`config.mk`:
```
export PLATFORM = sky130hd
export DESIGN_NAME = adc_ctrl
export DESIGN_NICKNAME = d
export VERILOG_FILES = /design/src/rtl/adc_ctrl_pkg.sv /design/src/rtl/adc_chan_decode.sv /design/src/rtl/adc_seq.sv /design/src/rtl/adc_status.sv /design/src/rtl/adc_ctrl.sv
export SDC_FILE = /design/constraint.sdc
export NUM_CORES = 1
export LEC_CHECK = 0
export ABC_CLOCK_PERIOD_IN_PS = 2000
export BUFFER_PORTS_ARGS = -buffer_cell sky130_fd_sc_hd__buf_2
export CORE_MARGIN = 5
export CORE_UTILIZATION = 45
export CTS_CLUSTER_SIZE = 10
export DETAILED_ROUTE_END_ITERATION = 16
export MAX_ROUTING_LAYER = met4
export PLACE_DENSITY = 0.76
export SYNTH_ARGS = -nofsm -noshare
export SYNTH_HDL_FRONTEND = slang
export SYNTH_SLANG_ARGS = --single-unit
```
`constraint.sdc`:
```
create_clock -name clk -period 2 [get_ports clk]
set_clock_uncertainty 0.1 [all_clocks]
set_input_delay 0.4 -clock clk [delete_from_list [all_inputs] [get_ports clk]]
set_output_delay 0.4 -clock clk [all_outputs]
set_load 0.01 [all_outputs]
```
`src/rtl/adc_ctrl_pkg.sv`:
```
package adc_ctrl_pkg;
  localparam int CHAN_W = 5;

  localparam logic [1:0] REG_CTRL   = 2'd0;
  localparam logic [1:0] REG_RES_HI = 2'd1;
  localparam logic [1:0] REG_RES_LO = 2'd2;

  typedef enum logic [1:0] {
    CK_INPUT    = 2'd0,
    CK_RESERVED = 2'd1,
    CK_VREFH    = 2'd2,
    CK_OFF      = 2'd3
  } chan_kind_e;

  // classify a channel code
  function automatic chan_kind_e kind_of(input logic [CHAN_W-1:0] code);
    if (&code)                             return CK_OFF;
    else if (&code[CHAN_W-1:1])            return CK_VREFH;
    else if (&code[CHAN_W-1:CHAN_W-3])     return CK_RESERVED;
    else                                   return CK_INPUT;
  endfunction

  // does a finished conversion count as complete
  function automatic logic counts_complete(input logic cmp_on, input logic cmp_hit);
    return !cmp_on || cmp_hit;
  endfunction
endpackage

```
`src/rtl/adc_chan_decode.sv`:
```
module adc_chan_decode
  import adc_ctrl_pkg::*;
(
  input  logic [CHAN_W-1:0] code,
  output chan_kind_e        kind,
  output logic              is_off
);
  always_comb begin
    kind   = kind_of(code);
    is_off = (kind == CK_OFF);
  end
endmodule

```
`src/rtl/adc_seq.sv`:
```
module adc_seq
  import adc_ctrl_pkg::*;
(
  input  logic clk,
  input  logic rst_n,
  input  logic ctrl_wr,
  input  logic wr_code_off,
  input  logic cur_code_off,
  input  logic repeat_on,
  input  logic hw_mode,
  input  logic hw_trig,
  input  logic conv_done,
  output logic busy,
  output logic start_evt,
  output logic abort_evt,
  output logic done_evt
);
  logic sw_go;
  logic hw_go;

  always_comb begin
    abort_evt = ctrl_wr && wr_code_off;
    sw_go     = ctrl_wr && !hw_mode && !wr_code_off;
    hw_go     = hw_mode && hw_trig && !cur_code_off && !abort_evt;
    start_evt = !busy && (sw_go || hw_go);
    done_evt  = busy && conv_done && !abort_evt;
  end

  always_ff @(posedge clk or negedge rst_n) begin
    if (!rst_n)          busy <= 1'b0;
    else if (abort_evt)  busy <= 1'b0;
    else if (start_evt)  busy <= 1'b1;
    else if (done_evt)   busy <= repeat_on;
  end
endmodule

```
`src/rtl/adc_status.sv`:
```
module adc_status
  import adc_ctrl_pkg::*;
#(
  parameter int RES_W = 12
) (
  input  logic              clk,
  input  logic              rst_n,
  input  logic              ctrl_wr,
  input  logic [7:0]        wdata,
  input  logic              low_rd,
  input  logic              done_evt,
  input  logic              complete_ok,
  input  logic [RES_W-1:0]  result_in,
  output logic              flag,
  output logic              ien,
  output logic              repeat_on,
  output logic [CHAN_W-1:0] chan,
  output logic [RES_W-1:0]  result
);
  logic complete_evt;
  assign complete_evt = done_evt && complete_ok;

  always_ff @(posedge clk or negedge rst_n) begin
    if (!rst_n) begin
      ien       <= 1'b0;
      repeat_on <= 1'b0;
      chan      <= '1;
    end else if (ctrl_wr) begin
      ien       <= wdata[6];
      repeat_on <= wdata[5];
      chan      <= wdata[CHAN_W-1:0];
    end
  end

  always_ff @(posedge clk or negedge rst_n) begin
    if (!rst_n)                 flag <= 1'b0;
    else if (complete_evt)      flag <= 1'b1;
    else if (ctrl_wr || low_rd) flag <= 1'b0;
  end

  always_ff @(posedge clk or negedge rst_n) begin
    if (!rst_n)            result <= '0;
    else if (complete_evt) result <= result_in;
  end
endmodule

```
`src/rtl/adc_ctrl.sv`:
```
module adc_ctrl
  import adc_ctrl_pkg::*;
#(
  parameter int RES_W = 12
) (
  input  logic             clk,
  input  logic             rst_n,
  input  logic             bus_wr,
  input  logic             bus_rd,
  input  logic [1:0]       bus_addr,
  input  logic [7:0]       bus_wdata,
  output logic [7:0]       bus_rdata,
  input  logic             hw_mode,
  input  logic             hw_trig,
  input  logic             cmp_en,
  output logic             conv_req,
  output logic [4:0]       conv_chan,
  output logic [1:0]       chan_kind,
  input  logic             conv_done,
  input  logic [RES_W-1:0] conv_result,
  input  logic             conv_cmp_true,
  output logic             irq
);
  localparam int EXT_W = 16;

  // named internal events
  logic ctrl_wr, low_rd;
  logic start_evt, abort_evt, done_evt, complete_ok;
  logic busy, flag_q, ien_q, cont_q;
  logic [CHAN_W-1:0] chan_q;
  logic [RES_W-1:0]  result_q;
  logic [EXT_W-1:0]  result_ext;
  chan_kind_e cur_kind, wr_kind;
  logic cur_off, wr_off;

  assign ctrl_wr     = bus_wr && (bus_addr == REG_CTRL);
  assign low_rd      = bus_rd && (bus_addr == REG_RES_LO);
  assign complete_ok = counts_complete(cmp_en, conv_cmp_true);

  adc_chan_decode u_cur_dec (.code(chan_q), .kind(cur_kind), .is_off(cur_off));
  adc_chan_decode u_wr_dec  (.code(bus_wdata[CHAN_W-1:0]), .kind(wr_kind), .is_off(wr_off));

  adc_seq u_seq (
    .clk(clk), .rst_n(rst_n), .ctrl_wr(ctrl_wr), .wr_code_off(wr_off),
    .cur_code_off(cur_off), .repeat_on(cont_q), .hw_mode(hw_mode),
    .hw_trig(hw_trig), .conv_done(conv_done), .busy(busy),
    .start_evt(start_evt), .abort_evt(abort_evt), .done_evt(done_evt)
  );

  adc_status #(.RES_W(RES_W)) u_stat (
    .clk(clk), .rst_n(rst_n), .ctrl_wr(ctrl_wr), .wdata(bus_wdata),
    .low_rd(low_rd), .done_evt(done_evt), .complete_ok(complete_ok),
    .result_in(conv_result), .flag(flag_q), .ien(ien_q), .repeat_on(cont_q),
    .chan(chan_q), .result(result_q)
  );

  assign result_ext = EXT_W'(result_q);
  assign conv_req   = busy;
  assign conv_chan  = chan_q;
  assign chan_kind  = cur_kind;
  assign irq        = flag_q && ien_q;

  always_comb begin
    unique case (bus_addr)
      REG_CTRL:   bus_rdata = {flag_q, ien_q, cont_q, chan_q};
      REG_RES_HI: bus_rdata = result_ext[15:8];
      REG_RES_LO: bus_rdata = result_ext[7:0];
      default:    bus_rdata = 8'h00;
    endcase
  end
endmodule

```
* Word level (Yosys, flattened, before mapping)
Cells that the tools add are included.
Word-level totals: register bits 21, input bits 31, output and inout port bits 17, logic and storage cells 53
Cells by class: eq/ne operators 4, mux-type cells 12, reduce and logical (&&, ||, !) cells 31
Operators with widths (count):
- $pmux 8 s3 | 1
- $logic_and 1x1->1 | 13
- $reduce_and 5->1 | 2
- $mux 2 | 4
- $reduce_and 4->1 | 2
- $mux 1 | 7
- $eq 2x2->1 const B | 3
- $logic_not 1->1 | 6
- $reduce_and 3->1 | 2
- $logic_or 1x1->1 | 3
- $reduce_bool 3->1 | 1
- $eq 2x1->1 const B | 1
- $logic_not 2->1 | 1
- $reduce_bool 2->1 | 1

* Longest topological paths before layout
word-level depth 12, depth in mapped cells 4, depth with buffers taken out 3

* By module
Synthesis repeated with hierarchy kept, for this count alone.
Unflattened totals: cell total of the unflattened synthesis 88, area, all modules 1126.1 sq um
By module, submodules not included:
- adc_status | instances 1, cells each 44, area an instance 788.3 sq um, sequential area each 506.7 sq um
- adc_ctrl | instances 1, cells each 24, area an instance 183.9 sq um, sequential area each 0.0 sq um
- adc_chan_decode | instances 2, cells each 5, area an instance 38.8 sq um, sequential area each 0.0 sq um
- adc_seq | instances 1, cells each 10, area an instance 76.3 sq um, sequential area each 25.0 sq um

* Worst setup path after synthesis
OpenSTA, ideal clock, no wires.
kind in2reg, start input port bus_addr[0], end register u_stat.result[1], setup time 0.125 ns, data arrival time 1.309 ns, data required time 1.775 ns, slack 0.465 ns, stages 4, buffers on the path 1, cell sequence nand4bb_4 -> o221ai_4 -> buf_8 -> mux2_4
On the way: longest elaborated chain between the ends 6
Ends and longest elaborated chain:
- start: declaration | RTL line adc_ctrl.sv:10 | input logic [1:0] bus_addr,
- $logic_not 2->1 | RTL line adc_ctrl.sv:36 | assign ctrl_wr = bus_wr && (bus_addr == REG_CTRL);
- $logic_and 1x1->1 | RTL line adc_ctrl.sv:36
- $logic_and 1x1->1 | RTL line adc_seq.sv:22 | abort_evt = ctrl_wr && wr_code_off;
- $logic_not 1->1 | RTL line adc_seq.sv:26 | done_evt = busy && conv_done && !abort_evt;
- $logic_and 1x1->1 | RTL line adc_seq.sv:26
- $logic_and 1x1->1 | RTL line adc_status.sv:21 | assign complete_evt = done_evt && complete_ok;
- end signal: assignment | RTL line adc_status.sv:43 | else if (complete_evt) result <= result_in;
- end: declaration | RTL line adc_status.sv:18 | output logic [RES_W-1:0] result
Every way passes these cells. A chain may end at the register's enable or synchronous reset.

* Worst setup path after layout
start input port bus_addr[0], end output port bus_rdata[0]
On the way: longest elaborated chain between the ends 2, elaborated cells on any way between the ends 4, classes of those cells eq/ne (2); mux (1); reduce/logical (1)
Ends and longest elaborated chain:
- $eq 2x2->1 (tied with other cells) | RTL line adc_ctrl.sv:64 | unique case (bus_addr)
- $pmux 8 s3 * | RTL line adc_ctrl.sv:64
- end: declaration | RTL line adc_ctrl.sv:12 | output logic [7:0] bus_rdata,
Every way passes the cells marked *; elsewhere a longest branch is shown, timed or not.

==> results.sh <==
export IMPL_start_util=0.459
export IMPL_die_y_um=59.6
export IMPL_multiInputGateArea_um2=531
export IMPL_clock_sinks=21
export IMPL_yosysSeqAreaShare=0.481
export IMPL_path_common_cell="buf_2"
export IMPL_crit_chain="buf_2 -> buf_4 -> nor2b_1 -> nand2_1 -> o21ai_0 -> buf_2"
export IMPL_io_buffers=46
export IMPL_cts_buffers=3
export IMPL_relSlewSlack=0.702
export IMPL_diodes=0
export IMPL_ys_ff_latch=21
export IMPL_grt_max_degree=22
export IMPL_drt_iter0_markers=13
export IMPL_fmax_ghz=0.553
export IMPL_synth_warning_count=0
export IMPL_coreArea_mm2=0.00241
export IMPL_h_tree_depth=1
export IMPL_ff2ff_setup_slack_ns=0.56
export IMPL_crit_type="in2out"
export IMPL_cts_hold_buf=1
export IMPL_reg2reg_depth=4
export IMPL_drv_cap=0
export IMPL_timing_rr_start="u_seq.busy$_DFFE_PN0P_"
export IMPL_grt_antenna_before_repair=0
export IMPL_grt_pass1_vias=1030
export IMPL_cp_required_ns=1.50
export IMPL_die_area_mm2=0.00355
export IMPL_maxSlewViolCount=0
export IMPL_p_leak_nw=0.724
export IMPL_cts_tree="built"
export IMPL_critPathSlowestCell="nor2b_1"
export IMPL_syn_area_mm2=0.00111
export IMPL_p_per_area_mw_per_mm2=946
export IMPL_avgSynthCellArea_um2=12.6
export IMPL_ctsLongestPathBuffers=2
export IMPL_clock_latency_ns=0.30
export IMPL_vias_per_cell=5.15
export IMPL_rows=18
export IMPL_post_cts_buffers=0
export IMPL_fin_nets=171
export IMPL_yosys_cell_types_count=22
export IMPL_drt_total_wl_um=2480
export IMPL_grt_usage=0.164
export IMPL_post_drt_wl_per_cell_um=14.7
export IMPL_place_hpwl_um=2000
export IMPL_final_layout_size_suffix_gt1_frac=0.547
export IMPL_grt_pass1_wl_um=4370
export IMPL_setup_viol=0
export IMPL_seqCellArea_um2=532
export IMPL_ant_nets=0
export IMPL_r2r_end="u_stat.result[10]$_DFFE_PN0P_"
export IMPL_grt_overflow=0
export IMPL_cp_end_kind="primary output"
export IMPL_vias=870
export IMPL_cp_max_fo=10
export IMPL_ir_drop_uv=576
export IMPL_path_clk_slew_ns=0.12
export IMPL_startpoint_type="input pin"
export IMPL_place_gp_congestion=0.825
export IMPL_min_delay_start="bus_wdata[5]"
export IMPL_dr_pass1_iters=4
export IMPL_utilization=0.589
export IMPL_cp_arrival_ns=1.31
export IMPL_postSynthCellCount=88
export IMPL_whs_path_depth=3
export IMPL_hold_viol_final=0
export IMPL_rsz0062_at_grt="no"
export IMPL_post_cts_resize_count=0
export IMPL_status="finished, final reports clean"
export IMPL_holdPathEnd="u_stat.repeat_on$_DFFE_PN0P_"
export IMPL_cts_root_buf="clkbuf_4"
export IMPL_hold_class="in2reg"
export IMPL_max_slew_worst_pin_slew_ns=0.447
export IMPL_setup_tns_ns=0
export IMPL_layout_common_cells="buf_2, dfrtp_1, mux2i_1, mux2_4"
export IMPL_final_common_cell="buf_2"
export IMPL_die_w_um=59.6
export IMPL_max_stage_delay_ns=0.26
export IMPL_post_route_period_util=0.903
export IMPL_n_fill_cell=210
export IMPL_synth_fp_nets=119
export IMPL_min_period_ns=1.81
export IMPL_post_route_drc_count=0
export IMPL_pin_count=48
export IMPL_syn_to_final_growth_pct=28.4
-- metrics by stage --
stage | instance area [um^2] | setup slack [ns] | std cells | power [mW] | hold slack [ns]
after CTS | 1420 | 0.194 | 169 | 1.35 | 0.208
final | 1420 | 0.193 | 169 | 1.34 | 0.206
after detailed placement | 1380 | 0.226 | 164 | 1.15 | 0.270
after global placement | 1380 | 0.246 | 164 | 1.13 | 0.277
after floorplan | 1110 | 0.465 | 88 | 0.974 | 0.00441
after global routing | 1420 | 0.0980 | 169 | 1.44 | 0.219
-- worst max-delay path: cells and delay by family --
kind,cells,cell delay (ns)
AOI/OAI and AO/OA,1,0.09
buffers and inverters,3,0.45
and+or+nand+nor,2,0.36
-- routing by layer --
metal,up-vias,GRT usage,routed length [um]
li1,410,-,-
met1,429,0.194,1020
met5,-,-,0
met4,0,0.0506,24
met3,4,0.0218,127
met2,27,0.289,1310
-- where the power goes --
part           switching, mW  internal [mW]  leakage (nW)
logic                  0.192          0.280         0.469
registers             0.0967          0.576         0.239
clock network          0.121         0.0775        0.0150
-- sequential cells by signal, indices dropped and copies added, names as in the netlist --
signal and cells:
u_stat.chan 5, u_stat.repeat_on 1, u_stat.result 12, u_stat.flag 1
u_stat.ien 1, u_seq.busy 1
-- Yosys cell counts (all sizes together) --
master,number,area share
buf,3,0.023
inv,5,0.017
dfrtp,16,0.36
and2,2,0.011
nand3,1,0.0045
nor2,5,0.017
mux2i,9,0.081
o221ai,1,0.024
nand4,1,0.0057
nand2,8,0.027
a21o,1,0.0068
nand4bb,1,0.025
nor3b,1,0.017
dfstp,5,0.12
mux2,16,0.19
a221oi,1,0.0079
a21oi,2,0.0091
o21ai,8,0.036
and4,1,0.0079
nor2b,1,0.0057
-- cell type report --
class / count / share of cell area
inverter: 5 / 0.0132
timing repair buffer: 50 / 0.194
tap: 30 / 0.0264
clock buffer: 4 / 0.0185
multi-input combinational: 59 / 0.374
sequential: 21 / 0.374
-- cell families (layout without fill, tap and decap cells) --
| logic type | count (synthesis) | in the layout | synth area share |
|---|---|---|---|
| flip-flops | 21 | 21 | 0.481 |
| multiplexers | 25 | 25 | 0.275 |
| AND/OR/NAND/NOR | 21 | 21 | 0.121 |
| AO/OA/AOI/OAI | 13 | 13 | 0.0837 |
| buffers and inverters | 8 | 59 | 0.0396 |
-- how the worst max path moves through the flow --
stage	startpoint	endpoint	slack (ns)
final	bus_addr[0]	bus_rdata[0]	0.19
after global routing	u_stat.chan[1]$_DFFE_PN1P_	bus_rdata[1]	0.1
after CTS	u_stat.chan[2]$_DFFE_PN1P_	bus_rdata[2]	0.19
after detailed placement	bus_addr[0]	bus_rdata[2]	0.23
after global placement	bus_addr[0]	bus_rdata[1]	0.25
after floorplan	bus_addr[0]	u_stat.result[1]$_DFFE_PN0P_	0.47
(Power assumes the default switching activity.)
